==> config.mk <==
export PLATFORM = sky130hd
export DESIGN_NAME = refresh_arbiter
export DESIGN_NICKNAME = d
export VERILOG_FILES = /design/src/rtl/refresh_arbiter.sv
export SDC_FILE = /design/constraint.sdc
export NUM_CORES = 1
export LEC_CHECK = 0
export ABC_AREA = 1
export BUFFER_PORTS_ARGS = -buffer_cell sky130_fd_sc_hd__buf_4
export CAP_MARGIN = 0
export CORE_AREA = 4 4 41 43
export DETAILED_ROUTE_END_ITERATION = 16
export DIE_AREA = 0 0 45 47
export GPL_ROUTABILITY_DRIVEN = 0
export PLACE_DENSITY = 0.73
export SLEW_MARGIN = 25
export SYNTH_ARGS = -nofsm -noshare
export SYNTH_HDL_FRONTEND = slang
export SYNTH_SLANG_ARGS = --single-unit
==> constraint.sdc <==
create_clock -name clk -period 1.9 [get_ports clk]
set_clock_uncertainty 0.15 [all_clocks]
set_input_delay 0.38 -clock clk [delete_from_list [all_inputs] [get_ports clk]]
set_output_delay 0.38 -clock clk [all_outputs]
set_load 0.1 [all_outputs]
==> src/rtl/refresh_arbiter.sv <==
module refresh_arbiter #(
  parameter int PERIOD_W   = 4,
  parameter int TICK_SCALE = 4
) (
  input  logic                clk,
  input  logic                rst,
  input  logic [PERIOD_W-1:0] period_code,
  input  logic                auto_dis,
  input  logic                strobe_n,
  input  logic                ack_mode,
  input  logic                access_busy,
  input  logic                precharge_ok,
  input  logic                refresh_end,
  output logic                refresh_start,
  output logic                status_pin
);

  localparam int CNT_W = PERIOD_W + $clog2(TICK_SCALE) + 1;

  logic [CNT_W-1:0] cnt, load;
  logic tick, req, announce, in_refresh, rfrq, redo, go;

  // period = (code+1)*scale cycles
  assign load = CNT_W'(period_code) * CNT_W'(TICK_SCALE) + CNT_W'(TICK_SCALE - 1);
  assign tick = (cnt == '0);

  always_ff @(posedge clk) begin
    if (rst)       cnt <= load;
    else if (tick) cnt <= load;
    else           cnt <= cnt - 1'b1;
  end

  // shared request latch: strobe, timer, burst hold-over
  always_ff @(posedge clk) begin
    if (rst) req <= 1'b0;
    else     req <= !strobe_n || (tick && !auto_dis) || (req && !refresh_end);
  end

  assign go = req && !in_refresh && !announce && !access_busy && precharge_ok;

  always_ff @(posedge clk) begin
    if (rst) begin
      announce   <= 1'b0;
      in_refresh <= 1'b0;
    end else begin
      announce <= go;
      if (announce)         in_refresh <= 1'b1;
      else if (refresh_end) in_refresh <= 1'b0;
    end
  end

  // request flag for the handshake mode
  always_ff @(posedge clk) begin
    if (rst) begin
      rfrq <= 1'b0;
      redo <= 1'b0;
    end else begin
      redo <= tick && rfrq && !announce;
      if (tick)          rfrq <= !(rfrq && !announce);
      else if (announce) rfrq <= 1'b0;
      else if (redo)     rfrq <= 1'b1;
    end
  end

  assign refresh_start = announce;
  assign status_pin    = ack_mode ? rfrq : (announce || in_refresh);

  assert_start_pulse_R6: assert property (@(posedge clk) disable iff (rst)
    refresh_start |=> !refresh_start);
  assert_no_overlap_R6: assert property (@(posedge clk) disable iff (rst)
    (in_refresh && !refresh_end) |=> !refresh_start);
  assert_start_gated_R5: assert property (@(posedge clk) disable iff (rst)
    refresh_start |-> $past(!access_busy && precharge_ok));
  assert_status_lead_R7: assert property (@(posedge clk) disable iff (rst)
    (!ack_mode && refresh_start) |-> status_pin);
  assert_flag_hold_R10: assert property (@(posedge clk) disable iff (rst)
    (rfrq && !tick && !announce) |=> rfrq);
  assert_repulse_R11: assert property (@(posedge clk) disable iff (rst)
    ($fell(rfrq) && !$past(announce) && !announce) |=> rfrq);

endmodule

---- Word-level counts from Yosys, hierarchy flattened ----
Index checks and enable logic that the tools add are counted.
storage, ports and cells
  register bits after elaboration ......... 12
  input port bits ......................... 12
  logic and storage cells ................. 38
operators by class
  add/sub/neg operators ................... 2
  muxes and demuxes ....................... 8
  reductions and logical operators ........ 22
operator list
  kind                 count
  $mux 7               2
  $logic_and 1x1->1    9
  $add 6x2->7 const B  1
  $logic_not 1->1      7
  $logic_not 7->1      1
  $sub 7x1->7 const B  1
  $mux 1               6
  $logic_or 1x1->1     3
  $reduce_bool 3->1    1
  $reduce_bool 2->1    1

---- Depth between registers and ports, before layout ----
Gate-level depths: netlist of run 1.
  word-level depth ........................ 5
  mapped depth ............................ 9
  mapped depth without buffers ............ 9

---- Worst setup path after synthesis of run 1 ----
No wires, ideal clock.
  path kind ............................... register -> output
  start point ............................. reg announce, in the netlist refresh_start
  end point ............................... out status_pin
  arrival time ............................ 3.246 ns
  required time ........................... 1.370 ns
  slack ................................... -1.876 ns
  stages on the path, launching flop included .. 3
  buffers on the path ..................... 0
  cells stage by stage .................... dfxtp_1 > nor2_1 > o21ai_0
between the ends
  longest elaborated chain between the ends .. 2
ends and longest elaborated chain
  item                    RTL line  source
  start, declared         21        logic tick, req, announce, in_refresh, rfrq, redo, go;
  start signal, assigned  46        announce <= go;
  $logic_or 1x1->1        66        assign status_pin = ack_mode ? rfrq : (announce || in_refresh);
  $mux 1                  66
  end, declared           15        output logic status_pin
Every way passes these cells.

---- Final worst setup path of run 1 ----
Ends and elaborated chain as after synthesis.

==> report_table.html, run 1 <==
<table>
<tr><th>Metric</th><th>Value</th></tr>
<tr><th colspan="2">Global route</th></tr>
<tr><td>First-pass GRT wire length</td><td>1.876 mm</td></tr>
<tr><td>Vias in the first global route</td><td>520</td></tr>
<tr><td>GR Util met1</td><td>10.57%</td></tr>
<tr><td>Met3 capacity usage during global routing</td><td>3.448%</td></tr>
<tr><td>Maximum number of pins on one net before global-route repair</td><td>9</td></tr>
<tr><td>Most Crowded Layer GR</td><td>met2</td></tr>
<tr><td>Initial antenna violation count</td><td>0</td></tr>
<tr><td>Gr usage total</td><td>12.21%</td></tr>
<tr><td>Global-route congestion overflow total</td><td>0</td></tr>
<tr><td>Routing usage on met2</td><td>25.42%</td></tr>
<tr><th colspan="2">Timing</th></tr>
<tr><td>Max_slew headroom</td><td>78.24%</td></tr>
<tr><td>Final Max Slew Viols</td><td>0</td></tr>
<tr><td>Maximum frequency from static timing analysis</td><td>0.5763 GHz</td></tr>
<tr><td>Portion of the clock cycle consumed by the worst path in the final layout</td><td>91.33%</td></tr>
<tr><td>Setup repair after global routing missed its margin</td><td>no</td></tr>
<tr><td>Min Clock Period, post-route</td><td>1735 ps</td></tr>
<tr><td>Final hold violation count</td><td>0</td></tr>
<tr><td>Sum of negative setup slack</td><td>0 ps</td></tr>
<tr><td>Smallest hold slack</td><td>97.42 ps</td></tr>
<tr><td>Final number of setup-violating endpoints</td><td>0</td></tr>
<tr><td>Worst slew pin tran</td><td>325.2 ps</td></tr>
<tr><th colspan="2">Yosys</th></tr>
<tr><td>Portion of the post-synthesis area used by sequential elements</td><td>43.94%</td></tr>
<tr><td>Post-synth top area cell</td><td>dfxtp_1</td></tr>
<tr><td>Cell variety after synth</td><td>20</td></tr>
<tr><td>Leading cell types by total area after synthesis</td><td>dfxtp_1, nand2_1, nor2_1</td></tr>
<tr><td>Count of warnings emitted by yosys</td><td>0</td></tr>
<tr><td>Number of storage elements in the synthesis netlist</td><td>12</td></tr>
<tr><td>Average instance area after synthesis</td><td>7.490 µm²</td></tr>
<tr><td>Yosys top cell area share</td><td>43.94%</td></tr>
<tr><td>Total standard cell area after synthesis</td><td>546.8 µm²</td></tr>
<tr><td>Number of cells produced by synthesis</td><td>73</td></tr>
<tr><td>Nets in the synthesized netlist</td><td>87</td></tr>
<tr><th colspan="2">Clock network</th></tr>
<tr><td>Number of hold-repair buffers added at the cts stage</td><td>0</td></tr>
<tr><td>Setup bufs post-CTS</td><td>0</td></tr>
<tr><td>Buffer levels on the longest clock path</td><td>2</td></tr>
<tr><td>Number of sinks on the clock net</td><td>12</td></tr>
<tr><td>Clock input transition at the sequential cells of the worst setup and hold paths</td><td>80 ps</td></tr>
<tr><td>Insertion delay to the later sink of the worst-skew pair</td><td>270 ps</td></tr>
<tr><td>Resized Gates After CTS</td><td>0</td></tr>
<tr><td>Clock buffer count from CTS</td><td>3</td></tr>
<tr><td>Clock tree from TritonCTS</td><td>built</td></tr>
<tr><td>Cell at the root of the clock tree</td><td>clkbuf_4</td></tr>
<tr><td>H-tree levels</td><td>1</td></tr>
<tr><th colspan="2">Power and ir drop</th></tr>
<tr><td>Worst supply voltage drop on vdd</td><td>0.3708 mV</td></tr>
<tr><td>Power density over cell area</td><td>744.9 nW/µm²</td></tr>
<tr><td>Leakage power</td><td>0.0003217 µW</td></tr>
<tr><th colspan="2">Detailed routing</th></tr>
<tr><td>DR iter-0 viols</td><td>6</td></tr>
<tr><td>DRT antenna net count</td><td>0</td></tr>
<tr><td>Via/cell ratio</td><td>4.876</td></tr>
<tr><td>Total wirelength of the detailed-routed design</td><td>1.115 mm</td></tr>
<tr><td>Pre-Repair DR Iteration Count</td><td>4</td></tr>
<tr><td>Routed length per instance</td><td>10.62 µm</td></tr>
<tr><td>Post-route DRC</td><td>0</td></tr>
<tr><td>Total number of vias</td><td>512</td></tr>
<tr><th colspan="2">Cells and area</th></tr>
<tr><td>Layout Nets</td><td>105</td></tr>
<tr><td>Final non-filler cell area</td><td>704.4 µm²</td></tr>
<tr><td>Area taken by multi-input logic gates</td><td>284.0 µm²</td></tr>
<tr><td>Layout area overhead</td><td>28.83%</td></tr>
<tr><td>Post-route core utilization</td><td>54.13%</td></tr>
<tr><td>FF+latch area</td><td>244.0 µm²</td></tr>
<tr><td>Layout filler cell count</td><td>132</td></tr>
<tr><td>Final cell count without fillers</td><td>105</td></tr>
<tr><td>N_diodes</td><td>0</td></tr>
<tr><td>Share of layout cells above drive strength 1</td><td>25.56%</td></tr>
<tr><th colspan="2">Floorplan</th></tr>
<tr><td># rows</td><td>13</td></tr>
<tr><td>Die area</td><td>2115 µm²</td></tr>
<tr><td>Core Area</td><td>1301 µm²</td></tr>
<tr><td>Initial Util</td><td>42.02%</td></tr>
<tr><td>Number of top-level design ports</td><td>14</td></tr>
<tr><td>Die boundary height</td><td>47 µm</td></tr>
<tr><td>Die width</td><td>45 µm</td></tr>
<tr><th colspan="2">Setup path</th></tr>
<tr><td>Setup slack, reg-to-reg</td><td>400 ps</td></tr>
<tr><td>Type of the worst setup path</td><td>reg2out</td></tr>
<tr><td>Origin of the worst setup path</td><td>refresh_start</td></tr>
<tr><td>Arrival time worst endpoint</td><td>1210 ps</td></tr>
<tr><td>Highest net fanout along the worst path</td><td>3</td></tr>
<tr><td>Critical Path Sink Type</td><td>output port</td></tr>
<tr><td>Capture point of the worst reg-to-reg path</td><td>cnt[5]</td></tr>
<tr><td>Startpoint Class</td><td>flop</td></tr>
<tr><td>FF-to-FF path depth</td><td>9</td></tr>
<tr><td>Critical path data required time</td><td>1370 ps</td></tr>
<tr><td>End of the critical path</td><td>status_pin</td></tr>
<tr><td>RR Startpoint</td><td>cnt[0]</td></tr>
<tr><th colspan="2">Place</th></tr>
<tr><td>Placed instance count</td><td>101</td></tr>
<tr><td>Post-Place Cell Area</td><td>678.2 µm²</td></tr>
<tr><td>Sum of net half-perimeters after detailed placement</td><td>872.4 µm</td></tr>
<tr><td>Number of input and output port buffers inserted</td><td>13</td></tr>
<tr><th colspan="2">Job</th></tr>
<tr><td>Max_cap viols</td><td>0</td></tr>
<tr><th colspan="2">Worst hold path</th></tr>
<tr><td>Hold Crit Class</td><td>in2reg</td></tr>
<tr><th colspan="2">Status</th></tr>
<tr><td>Status</td><td>completed</td></tr>
</table>
-- flip-flops by register name, indices dropped and copies added, names as in the netlist --
register / cells
in_refresh: 1
redo: 1
rfrq: 1
refresh_start: 1
req: 1
cnt: 7
-- synthesized netlist by cell type (all sizes together) --
| library cell | instances |
|---|---|
| nor2 | 16 |
| nand2 | 15 |
| dfxtp | 12 |
| inv | 8 |
| o21ai | 5 |
| nand3 | 3 |
| a21oi | 2 |
| ha | 2 |
| nand3b | 2 |
| nand4 | 2 |
| a211oi | 1 |
| and2 | 1 |
| clkinv | 1 |
| nor3 | 1 |
| xnor2 | 1 |
| xor2 | 1 |
-- power by group --
group	switching, µW	total, µW	internal (µW)
Sequential	13.5	280	267
Combinational	45.5	82.6	37.1
Clock	81.0	162	81.2
Total	140	525	385
-- stage by stage --
stage,power (µW),setup slack [ps]
after detailed placement,368.3,389.3
after global placement,365.5,450.3
final,524.8,164.8
after CTS,534.2,142.6
after global routing,556.6,109.0
after floorplan,335.9,118.8
-- worst max-delay path, cell delays in order (launching register included) --
cell and delay [ps]:
dfxtp_4 350, nor2_1 260, o21ai_4 90, buf_4 230
-- final cells by class --
type	count	area share, %
Sequential cell	12	34.64
Multi-Input combinational cell	52	40.32
Timing Repair Buffer	13	13.85
Tap cell	15	2.664
Clock buffer	4	3.730
Inverter	9	4.796
-- kinds of logic after synthesis --
family	share of synthesized area, %
AOI/OAI and AO/OA	7.780
xor gates and xnor gates	3.204
adders and majority gates	4.576
buffers and inverters	6.178
DFF	43.94
and+or+nand+nor	34.32
-- cells in the final DEF, fill, tap and decap left out, drive strengths merged --
| cell type | n |
|---|---|
| a211oi | 1 |
| a21oi | 2 |
| and2 | 1 |
| buf | 13 |
| clkbuf | 4 |
| clkinv | 1 |
| dfxtp | 12 |
| ha | 2 |
| inv | 8 |
| nand2 | 15 |
| nand3 | 3 |
| nand3b | 2 |
| nand4 | 2 |
| nor2 | 16 |
| nor3 | 1 |
| o21ai | 5 |
| xnor2 | 1 |
| xor2 | 1 |
-- worst min-delay path by stage --
stage / startpoint / to / slack, ps / cells after the start
CTS: access_busy / refresh_start / 90 / 2
finish: access_busy / refresh_start / 100 / 2
global route: access_busy / refresh_start / 90 / 2
detailed placement: cnt[0] / cnt[0] / 230 / 1
floorplan: cnt[0] / cnt[0] / 220 / 1
global placement: cnt[0] / cnt[0] / 220 / 1
-- layer usage --
metal | up-vias | part of all wire [%]
met5 | - | 0
met4 | 0 | 0.90
met3 | 2 | 6.0
met2 | 13 | 55
met1 | 232 | 38
li1 | 265 | -
Power figures use the tool's default switching activity.
==> inputs of run 2 (changes only) <==
- CELL_PAD_IN_SITES_DETAIL_PLACEMENT: not set -> 0
- CELL_PAD_IN_SITES_GLOBAL_PLACEMENT: not set -> 1
- CORE_AREA: 4 4 41 43 -> not set
- CORE_MARGIN: not set -> 4
- CORE_UTILIZATION: not set -> 34
- DIE_AREA: 0 0 45 47 -> not set
- PLACE_DENSITY: 0.73 -> 0.82
==> report_table.html, run 2 (synthesis results as in run 1) <==
<table>
<tr><th>Metric</th><th>Value</th></tr>
<tr><th colspan="2">Floorplan</th></tr>
<tr><td>Initial Util</td><td>36.30% (was 42.02%)</td></tr>
<tr><td>Core Area</td><td>1506 µm² (was 1301 µm²)</td></tr>
<tr><td>Die area</td><td>2314 µm² (was 2115 µm²)</td></tr>
<tr><td>Number of top-level design ports</td><td>14 (unchanged)</td></tr>
<tr><td># rows</td><td>14 (was 13)</td></tr>
<tr><td>Die width</td><td>48.10 µm (was 45 µm)</td></tr>
<tr><td>Die boundary height</td><td>48.10 µm (was 47 µm)</td></tr>
<tr><th colspan="2">Setup path</th></tr>
<tr><td>Critical path cell sequence</td><td>nor2_1 &gt; o21ai_4 &gt; buf_4 (unchanged)</td></tr>
<tr><td>Arrival time worst endpoint</td><td>1190 ps (was 1210 ps)</td></tr>
<tr><td>Startpoint Class</td><td>flop (unchanged)</td></tr>
<tr><td>Capture point of the worst reg-to-reg path</td><td>cnt[5] (unchanged)</td></tr>
<tr><td>Setup slack, reg-to-reg</td><td>430 ps (was 400 ps)</td></tr>
<tr><td>Critical Path Sink Type</td><td>output port (unchanged)</td></tr>
<tr><td>Type of the worst setup path</td><td>reg2out (unchanged)</td></tr>
<tr><td>FF-to-FF path depth</td><td>9 (unchanged)</td></tr>
<tr><td>RR Startpoint</td><td>cnt[0] (unchanged)</td></tr>
<tr><td>Highest net fanout along the worst path</td><td>3 (unchanged)</td></tr>
<tr><td>Max stage delay cell, worst path</td><td>dfxtp_4 (unchanged)</td></tr>
<tr><td>Longest individual stage delay on the worst path</td><td>350 ps (about the same)</td></tr>
<tr><td>Critical path data required time</td><td>1370 ps (about the same)</td></tr>
<tr><th colspan="2">Clock network</th></tr>
<tr><td>Clock tree from TritonCTS</td><td>built (unchanged)</td></tr>
<tr><td>Setup bufs post-CTS</td><td>0 (unchanged)</td></tr>
<tr><td>Clock input transition at the sequential cells of the worst setup and hold paths</td><td>80 ps (about the same)</td></tr>
<tr><td>Cell at the root of the clock tree</td><td>clkbuf_4 (unchanged)</td></tr>
<tr><td>Buffer levels on the longest clock path</td><td>2 (unchanged)</td></tr>
<tr><td>Resized Gates After CTS</td><td>0 (unchanged)</td></tr>
<tr><td>Insertion delay to the later sink of the worst-skew pair</td><td>270 ps (about the same)</td></tr>
<tr><td>Number of sinks on the clock net</td><td>12 (unchanged)</td></tr>
<tr><td>Clock buffer count from CTS</td><td>3 (unchanged)</td></tr>
<tr><td>H-tree levels</td><td>1 (unchanged)</td></tr>
<tr><td>Number of hold-repair buffers added at the cts stage</td><td>0 (unchanged)</td></tr>
<tr><th colspan="2">Detailed routing</th></tr>
<tr><td>Routed length per instance</td><td>9.877 µm (was 10.62 µm)</td></tr>
<tr><td>Post-route DRC</td><td>0 (unchanged)</td></tr>
<tr><td>Total number of vias</td><td>489 (was 512)</td></tr>
<tr><td>Pre-Repair DR Iteration Count</td><td>2 (was 4)</td></tr>
<tr><td>Via/cell ratio</td><td>4.613 (was 4.876)</td></tr>
<tr><td>DRT antenna net count</td><td>0 (unchanged)</td></tr>
<tr><td>Total wirelength of the detailed-routed design</td><td>1.047 mm (was 1.115 mm)</td></tr>
<tr><td>DR iter-0 viols</td><td>1 (was 6)</td></tr>
<tr><th colspan="2">Cells and area</th></tr>
<tr><td>Highest-count cells in the layout ignoring fill and taps</td><td>nor2_1, nand2_1, buf_4, dfxtp_1, inv_1 (unchanged)</td></tr>
<tr><td>Final cell count without fillers</td><td>106 (was 105)</td></tr>
<tr><td>Layout area overhead</td><td>29.06% (was 28.83%)</td></tr>
<tr><td>N_diodes</td><td>0 (unchanged)</td></tr>
<tr><td>Most flops, register</td><td>cnt (unchanged)</td></tr>
<tr><td>Share of layout cells above drive strength 1</td><td>25.56% (unchanged)</td></tr>
<tr><td>Number of flip-flops under the largest register name</td><td>7 (unchanged)</td></tr>
<tr><td>Layout Nets</td><td>105 (unchanged)</td></tr>
<tr><th colspan="2">Global route</th></tr>
<tr><td>Global-route congestion overflow total</td><td>0 (unchanged)</td></tr>
<tr><td>Initial antenna violation count</td><td>0 (unchanged)</td></tr>
<tr><td>Gr usage total</td><td>11.88% (was 12.21%)</td></tr>
<tr><td>First-pass GRT wire length</td><td>1.814 mm (was 1.876 mm)</td></tr>
<tr><td>Vias in the first global route</td><td>458 (was 520)</td></tr>
<tr><td>Maximum number of pins on one net before global-route repair</td><td>9 (unchanged)</td></tr>
<tr><th colspan="2">Worst hold path</th></tr>
<tr><td>Hold Crit Class</td><td>in2reg (unchanged)</td></tr>
<tr><td>Endpoint, Worst Hold</td><td>refresh_start (unchanged)</td></tr>
<tr><td>Hold Path Depth</td><td>2 (unchanged)</td></tr>
<tr><td>Start point of the worst hold path</td><td>access_busy (unchanged)</td></tr>
<tr><th colspan="2">Power and ir drop</th></tr>
<tr><td>Power density over cell area</td><td>746.1 nW/µm² (was 744.9 nW/µm²)</td></tr>
<tr><td>Worst supply voltage drop on vdd</td><td>0.3382 mV (was 0.3708 mV)</td></tr>
<tr><td>Leakage power</td><td>0.0003217 µW (unchanged)</td></tr>
<tr><th colspan="2">Timing</th></tr>
<tr><td>Sum of negative setup slack</td><td>0 ps (unchanged)</td></tr>
<tr><td>Final number of setup-violating endpoints</td><td>0 (unchanged)</td></tr>
<tr><td>Final hold violation count</td><td>0 (unchanged)</td></tr>
<tr><td>Setup repair after global routing missed its margin</td><td>no (unchanged)</td></tr>
<tr><td>Min Clock Period, post-route</td><td>1721 ps (was 1735 ps)</td></tr>
<tr><td>Max_slew headroom</td><td>79.51% (was 78.24%)</td></tr>
<tr><td>Maximum frequency from static timing analysis</td><td>0.5810 GHz (was 0.5763 GHz)</td></tr>
<tr><td>Portion of the clock cycle consumed by the worst path in the final layout</td><td>90.59% (was 91.33%)</td></tr>
<tr><td>Worst slew pin tran</td><td>306.2 ps (was 325.2 ps)</td></tr>
<tr><td>Final Max Slew Viols</td><td>0 (unchanged)</td></tr>
<tr><th colspan="2">Place</th></tr>
<tr><td>Sum of net half-perimeters after detailed placement</td><td>809.4 µm (was 872.4 µm)</td></tr>
<tr><td>Placed instance count</td><td>102 (was 101)</td></tr>
<tr><td>Number of input and output port buffers inserted</td><td>13 (unchanged)</td></tr>
<tr><th colspan="2">Job</th></tr>
<tr><td>Max_cap viols</td><td>0 (unchanged)</td></tr>
<tr><th colspan="2">Status</th></tr>
<tr><td>Status</td><td>completed (unchanged)</td></tr>
</table>
## run 2: cell counts in the layout (fill, tap and decap cells not counted)
No cell type changed its count.
## run 2: through the flow
step / util (%) / total power (µW) / hold WS, ps / setup WS, ps / instance area (µm²)
after global routing: 46.84 / 561.8 / 91.35 / 122.0 / 705.7
after CTS: 46.84 / 535.9 / 90.37 / 154.5 / 705.7
after global placement: 45.10 / 366.9 / 221.9 / 450.6 / 679.4
after floorplan: - / 335.9 / 215.1 / 118.8 / 561.8
after detailed placement: 45.10 / 367.6 / 227.6 / 407.3 / 679.4
final: 46.84 / 526.5 / 99.15 / 178.9 / 705.7
## run 2: worst max path at each step
stage / from / end / cells after the start
2_1_floorplan: refresh_start / status_pin / 2
3_3_place_gp: cnt[0] / cnt[4] / 9
3_5_place_dp: cnt[0] / cnt[5] / 9
4_1_cts: refresh_start / status_pin / 3
5_1_grt: refresh_start / status_pin / 3
6_report: refresh_start / status_pin / 3
## run 2: metal layers
metal,vias up,track usage (%),part of all wire [%]
li1,265,-,-
met1,206,12.33,41
met2,14,19.79,47
met3,4,4.428,9.0
met4,0,8.065,2.2
met5,-,0,0
## run 2: power breakdown
group	switching (µW)	internal, µW	leakage [µW]
Combinational	44.1	37.2	0.000207
Sequential	13.3	266	0.0000999
Clock	84.3	81.3	0.0000150
Total	142	385	0.000322
## run 2: cell type report
class / instances / area [µm²]
clock buffer: 4 / 26.28
fill: 169 / 800.8
inverter: 9 / 33.78
multi-input combinational: 52 / 284.0
sequential: 12 / 244.0
tap: 16 / 20.02
timing repair buffer: 13 / 97.59
## run 2: critical path, delay by kind of cell, from the launching register on
family / cells / cell delay, ps
and+or+nand+nor: 1 / 250
DFF: 1 / 350
AOI/OAI and AO/OA: 1 / 90
buffers and inverters: 1 / 230
==> inputs of run 3 (changes only) <==
- CORE_UTILIZATION: 34 -> 37
- PLACE_DENSITY: 0.82 -> 0.87
- clock period: 1.9 -> 2.2 ns (I/O delays scaled with it)
==> report_table.html, run 3 (synthesis results as in run 1) <==
<table>
<tr><th>Metric</th><th>Value</th></tr>
<tr><th colspan="2">Global route</th></tr>
<tr><td>Gr usage total</td><td>12.95% (was 11.88%)</td></tr>
<tr><td>Global-route congestion overflow total</td><td>0 (unchanged)</td></tr>
<tr><td>Initial antenna violation count</td><td>0 (unchanged)</td></tr>
<tr><td>First-pass GRT wire length</td><td>1.945 mm (was 1.814 mm)</td></tr>
<tr><td>Maximum number of pins on one net before global-route repair</td><td>9 (unchanged)</td></tr>
<tr><td>Vias in the first global route</td><td>519 (was 458)</td></tr>
<tr><th colspan="2">Timing</th></tr>
<tr><td>Maximum frequency from static timing analysis</td><td>0.5748 GHz</td></tr>
<tr><td>Min Clock Period, post-route</td><td>1740 ps</td></tr>
<tr><td>Final Max Slew Viols</td><td>0 (unchanged)</td></tr>
<tr><td>Portion of the clock cycle consumed by the worst path in the final layout</td><td>79.08%</td></tr>
<tr><td>Sum of negative setup slack</td><td>0 ps (unchanged)</td></tr>
<tr><td>Setup repair after global routing missed its margin</td><td>no (unchanged)</td></tr>
<tr><td>Final number of setup-violating endpoints</td><td>0 (unchanged)</td></tr>
<tr><td>Worst slew pin tran</td><td>299.1 ps (was 306.2 ps)</td></tr>
<tr><td>Final hold violation count</td><td>0 (unchanged)</td></tr>
<tr><td>Max_slew headroom</td><td>79.99% (was 79.51%)</td></tr>
<tr><th colspan="2">Cells and area</th></tr>
<tr><td>Highest-count cells in the layout ignoring fill and taps</td><td>nor2_1, nand2_1, buf_4, dfxtp_1, inv_1 (unchanged)</td></tr>
<tr><td>FF+latch area</td><td>241.5 µm² (was 244.0 µm²)</td></tr>
<tr><td>Share of layout cells above drive strength 1</td><td>26.67% (was 25.56%)</td></tr>
<tr><td>Area taken by multi-input logic gates</td><td>284.0 µm² (unchanged)</td></tr>
<tr><td>Layout area overhead</td><td>30.21% (was 29.06%)</td></tr>
<tr><td>N_diodes</td><td>0 (unchanged)</td></tr>
<tr><td>Final cell count without fillers</td><td>105 (was 106)</td></tr>
<tr><td>Number of flip-flops under the largest register name</td><td>7 (unchanged)</td></tr>
<tr><td>Post-route core utilization</td><td>52.73% (was 46.84%)</td></tr>
<tr><td>Layout filler cell count</td><td>140 (was 169)</td></tr>
<tr><td>Most flops, register</td><td>cnt (unchanged)</td></tr>
<tr><td>Final non-filler cell area</td><td>711.9 µm² (was 705.7 µm²)</td></tr>
<tr><td>Layout Nets</td><td>105 (unchanged)</td></tr>
<tr><th colspan="2">Floorplan</th></tr>
<tr><td>Initial Util</td><td>40.50% (was 36.30%)</td></tr>
<tr><td>Core Area</td><td>1350 µm² (was 1506 µm²)</td></tr>
<tr><td># rows</td><td>13 (was 14)</td></tr>
<tr><td>Number of top-level design ports</td><td>14 (unchanged)</td></tr>
<tr><td>Die area</td><td>2157 µm² (was 2314 µm²)</td></tr>
<tr><td>Die width</td><td>46.44 µm (was 48.10 µm)</td></tr>
<tr><td>Die boundary height</td><td>46.44 µm (was 48.10 µm)</td></tr>
<tr><th colspan="2">Place</th></tr>
<tr><td>Number of input and output port buffers inserted</td><td>13 (unchanged)</td></tr>
<tr><td>Sum of net half-perimeters after detailed placement</td><td>839 µm (was 809.4 µm)</td></tr>
<tr><td>Post-Place Cell Area</td><td>675.6 µm² (was 679.4 µm²)</td></tr>
<tr><td>Placed instance count</td><td>101 (was 102)</td></tr>
<tr><th colspan="2">Clock network</th></tr>
<tr><td>Clock buffer count from CTS</td><td>3 (unchanged)</td></tr>
<tr><td>Number of sinks on the clock net</td><td>12 (unchanged)</td></tr>
<tr><td>Clock input transition at the sequential cells of the worst setup and hold paths</td><td>80 ps (about the same)</td></tr>
<tr><td>Clock tree from TritonCTS</td><td>built (unchanged)</td></tr>
<tr><td>Buffer levels on the longest clock path</td><td>2 (unchanged)</td></tr>
<tr><td>Setup bufs post-CTS</td><td>0 (unchanged)</td></tr>
<tr><td>H-tree levels</td><td>1 (unchanged)</td></tr>
<tr><td>Cell at the root of the clock tree</td><td>clkbuf_4 (unchanged)</td></tr>
<tr><td>Resized Gates After CTS</td><td>0 (unchanged)</td></tr>
<tr><td>Insertion delay to the later sink of the worst-skew pair</td><td>280 ps (was 270 ps)</td></tr>
<tr><td>Number of hold-repair buffers added at the cts stage</td><td>0 (unchanged)</td></tr>
<tr><th colspan="2">Detailed routing</th></tr>
<tr><td>Via/cell ratio</td><td>4.743 (was 4.613)</td></tr>
<tr><td>DR iter-0 viols</td><td>3 (was 1)</td></tr>
<tr><td>Post-route DRC</td><td>0 (unchanged)</td></tr>
<tr><td>Total wirelength of the detailed-routed design</td><td>1.072 mm (was 1.047 mm)</td></tr>
<tr><td>DRT antenna net count</td><td>0 (unchanged)</td></tr>
<tr><td>Pre-Repair DR Iteration Count</td><td>4 (was 2)</td></tr>
<tr><td>Routed length per instance</td><td>10.21 µm (was 9.877 µm)</td></tr>
<tr><td>Total number of vias</td><td>498 (was 489)</td></tr>
<tr><th colspan="2">Setup path</th></tr>
<tr><td>Critical path data required time</td><td>1610 ps (was 1370 ps)</td></tr>
<tr><td>Longest individual stage delay on the worst path</td><td>330 ps (was 350 ps)</td></tr>
<tr><td>Max stage delay cell, worst path</td><td>dfxtp_2 (was dfxtp_4)</td></tr>
<tr><td>Critical Path Sink Type</td><td>output port (unchanged)</td></tr>
<tr><td>Setup slack, reg-to-reg</td><td>710 ps (was 430 ps)</td></tr>
<tr><td>Arrival time worst endpoint</td><td>1150 ps (was 1190 ps)</td></tr>
<tr><td>Type of the worst setup path</td><td>reg2out (unchanged)</td></tr>
<tr><td>Critical path cell sequence</td><td>nor2_1 &gt; o21ai_4 &gt; buf_4 (unchanged)</td></tr>
<tr><td>Buffer and inverter count on the worst path</td><td>1 (unchanged)</td></tr>
<tr><td>Cell class contributing the biggest share of worst-path delay</td><td>flip-flops (unchanged)</td></tr>
<tr><td>Startpoint Class</td><td>flop (unchanged)</td></tr>
<tr><td>Highest net fanout along the worst path</td><td>3 (unchanged)</td></tr>
<tr><th colspan="2">Power and ir drop</th></tr>
<tr><td>Leakage power</td><td>0.0003272 µW (was 0.0003217 µW)</td></tr>
<tr><td>Fraction of power consumed by combinational cells</td><td>14.2% (was 15.4%)</td></tr>
<tr><td>Power after layout</td><td>493.6 µW (was 526.5 µW)</td></tr>
<tr><td>Sequential cell fraction of total power</td><td>49.3% (was 53.1%)</td></tr>
<tr><td>Clock network power share</td><td>36.5% (was 31.4%)</td></tr>
<tr><td>Power density over cell area</td><td>693.3 nW/µm² (was 746.1 nW/µm²)</td></tr>
<tr><td>Switching share of power</td><td>26.29% (was 26.90%)</td></tr>
<tr><td>Internal cell power</td><td>363.8 µW (was 384.9 µW)</td></tr>
<tr><td>Worst supply voltage drop on vdd</td><td>0.3864 mV (was 0.3382 mV)</td></tr>
<tr><td>Switching power total</td><td>129.8 µW (was 141.6 µW)</td></tr>
<tr><th colspan="2">Job</th></tr>
<tr><td>Max_cap viols</td><td>0 (unchanged)</td></tr>
<tr><th colspan="2">Status</th></tr>
<tr><td>Status</td><td>completed (unchanged)</td></tr>
<tr><th colspan="2">Worst hold path</th></tr>
<tr><td>Hold Crit Class</td><td>in2reg (unchanged)</td></tr>
</table>
## run 3: changes by cell type in the layout (fill, tap and decap cells not counted)
cell and delta:
clkbuf_8 +1, clkbuf_1 -1, dfxtp_4 -1, dfxtp_2 +1
## run 3: area by class of cell
cell class                 count  share of cell area (%)
clock buffer                   4                   5.097
inverter                       9                   4.745
multi-input combinational     52                   39.89
sequential                    12                   33.92
tap                           15                   2.636
timing repair buffer          13                   13.71
## run 3: worst paths after layout
check           startpoint  cells past startpoint            end
max          refresh_start                      3     status_pin
min            access_busy                      2  refresh_start
max reg2reg         cnt[0]                      9         cnt[5]
min reg2reg         cnt[0]                      1         cnt[0]
## run 3: routing by layer
metal / vias to the layer above / GRT usage, % / routed length (µm)
li1: 265 / - / -
met2: 9 / 23.08 / 545
met3: 4 / 3.906 / 57
met1: 220 / 12.15 / 444
met5: - / 0 / 0
met4: 0 / 9.659 / 24
## run 3: power groups by stage
stage / clock [µW] / combinational [µW] / sequential (µW)
floorplan: 0 / 43.0 / 248
global placement: 0 / 69.7 / 247
detailed placement: 0 / 71.0 / 248
CTS: 185 / 71.5 / 243
global route: 197 / 81.1 / 245
finish: 180 / 70.1 / 243
## run 3: per-stage QoR
step | hold slack, ps | setup slack [ps]
4_1_cts | 145.9 | 452.6
3_3_place_gp | 221.6 | 629.5
3_5_place_dp | 226.6 | 624.5
5_1_grt | 147.2 | 395.5
6_report | 150.0 | 460.2
2_1_floorplan | 215.1 | 209.9
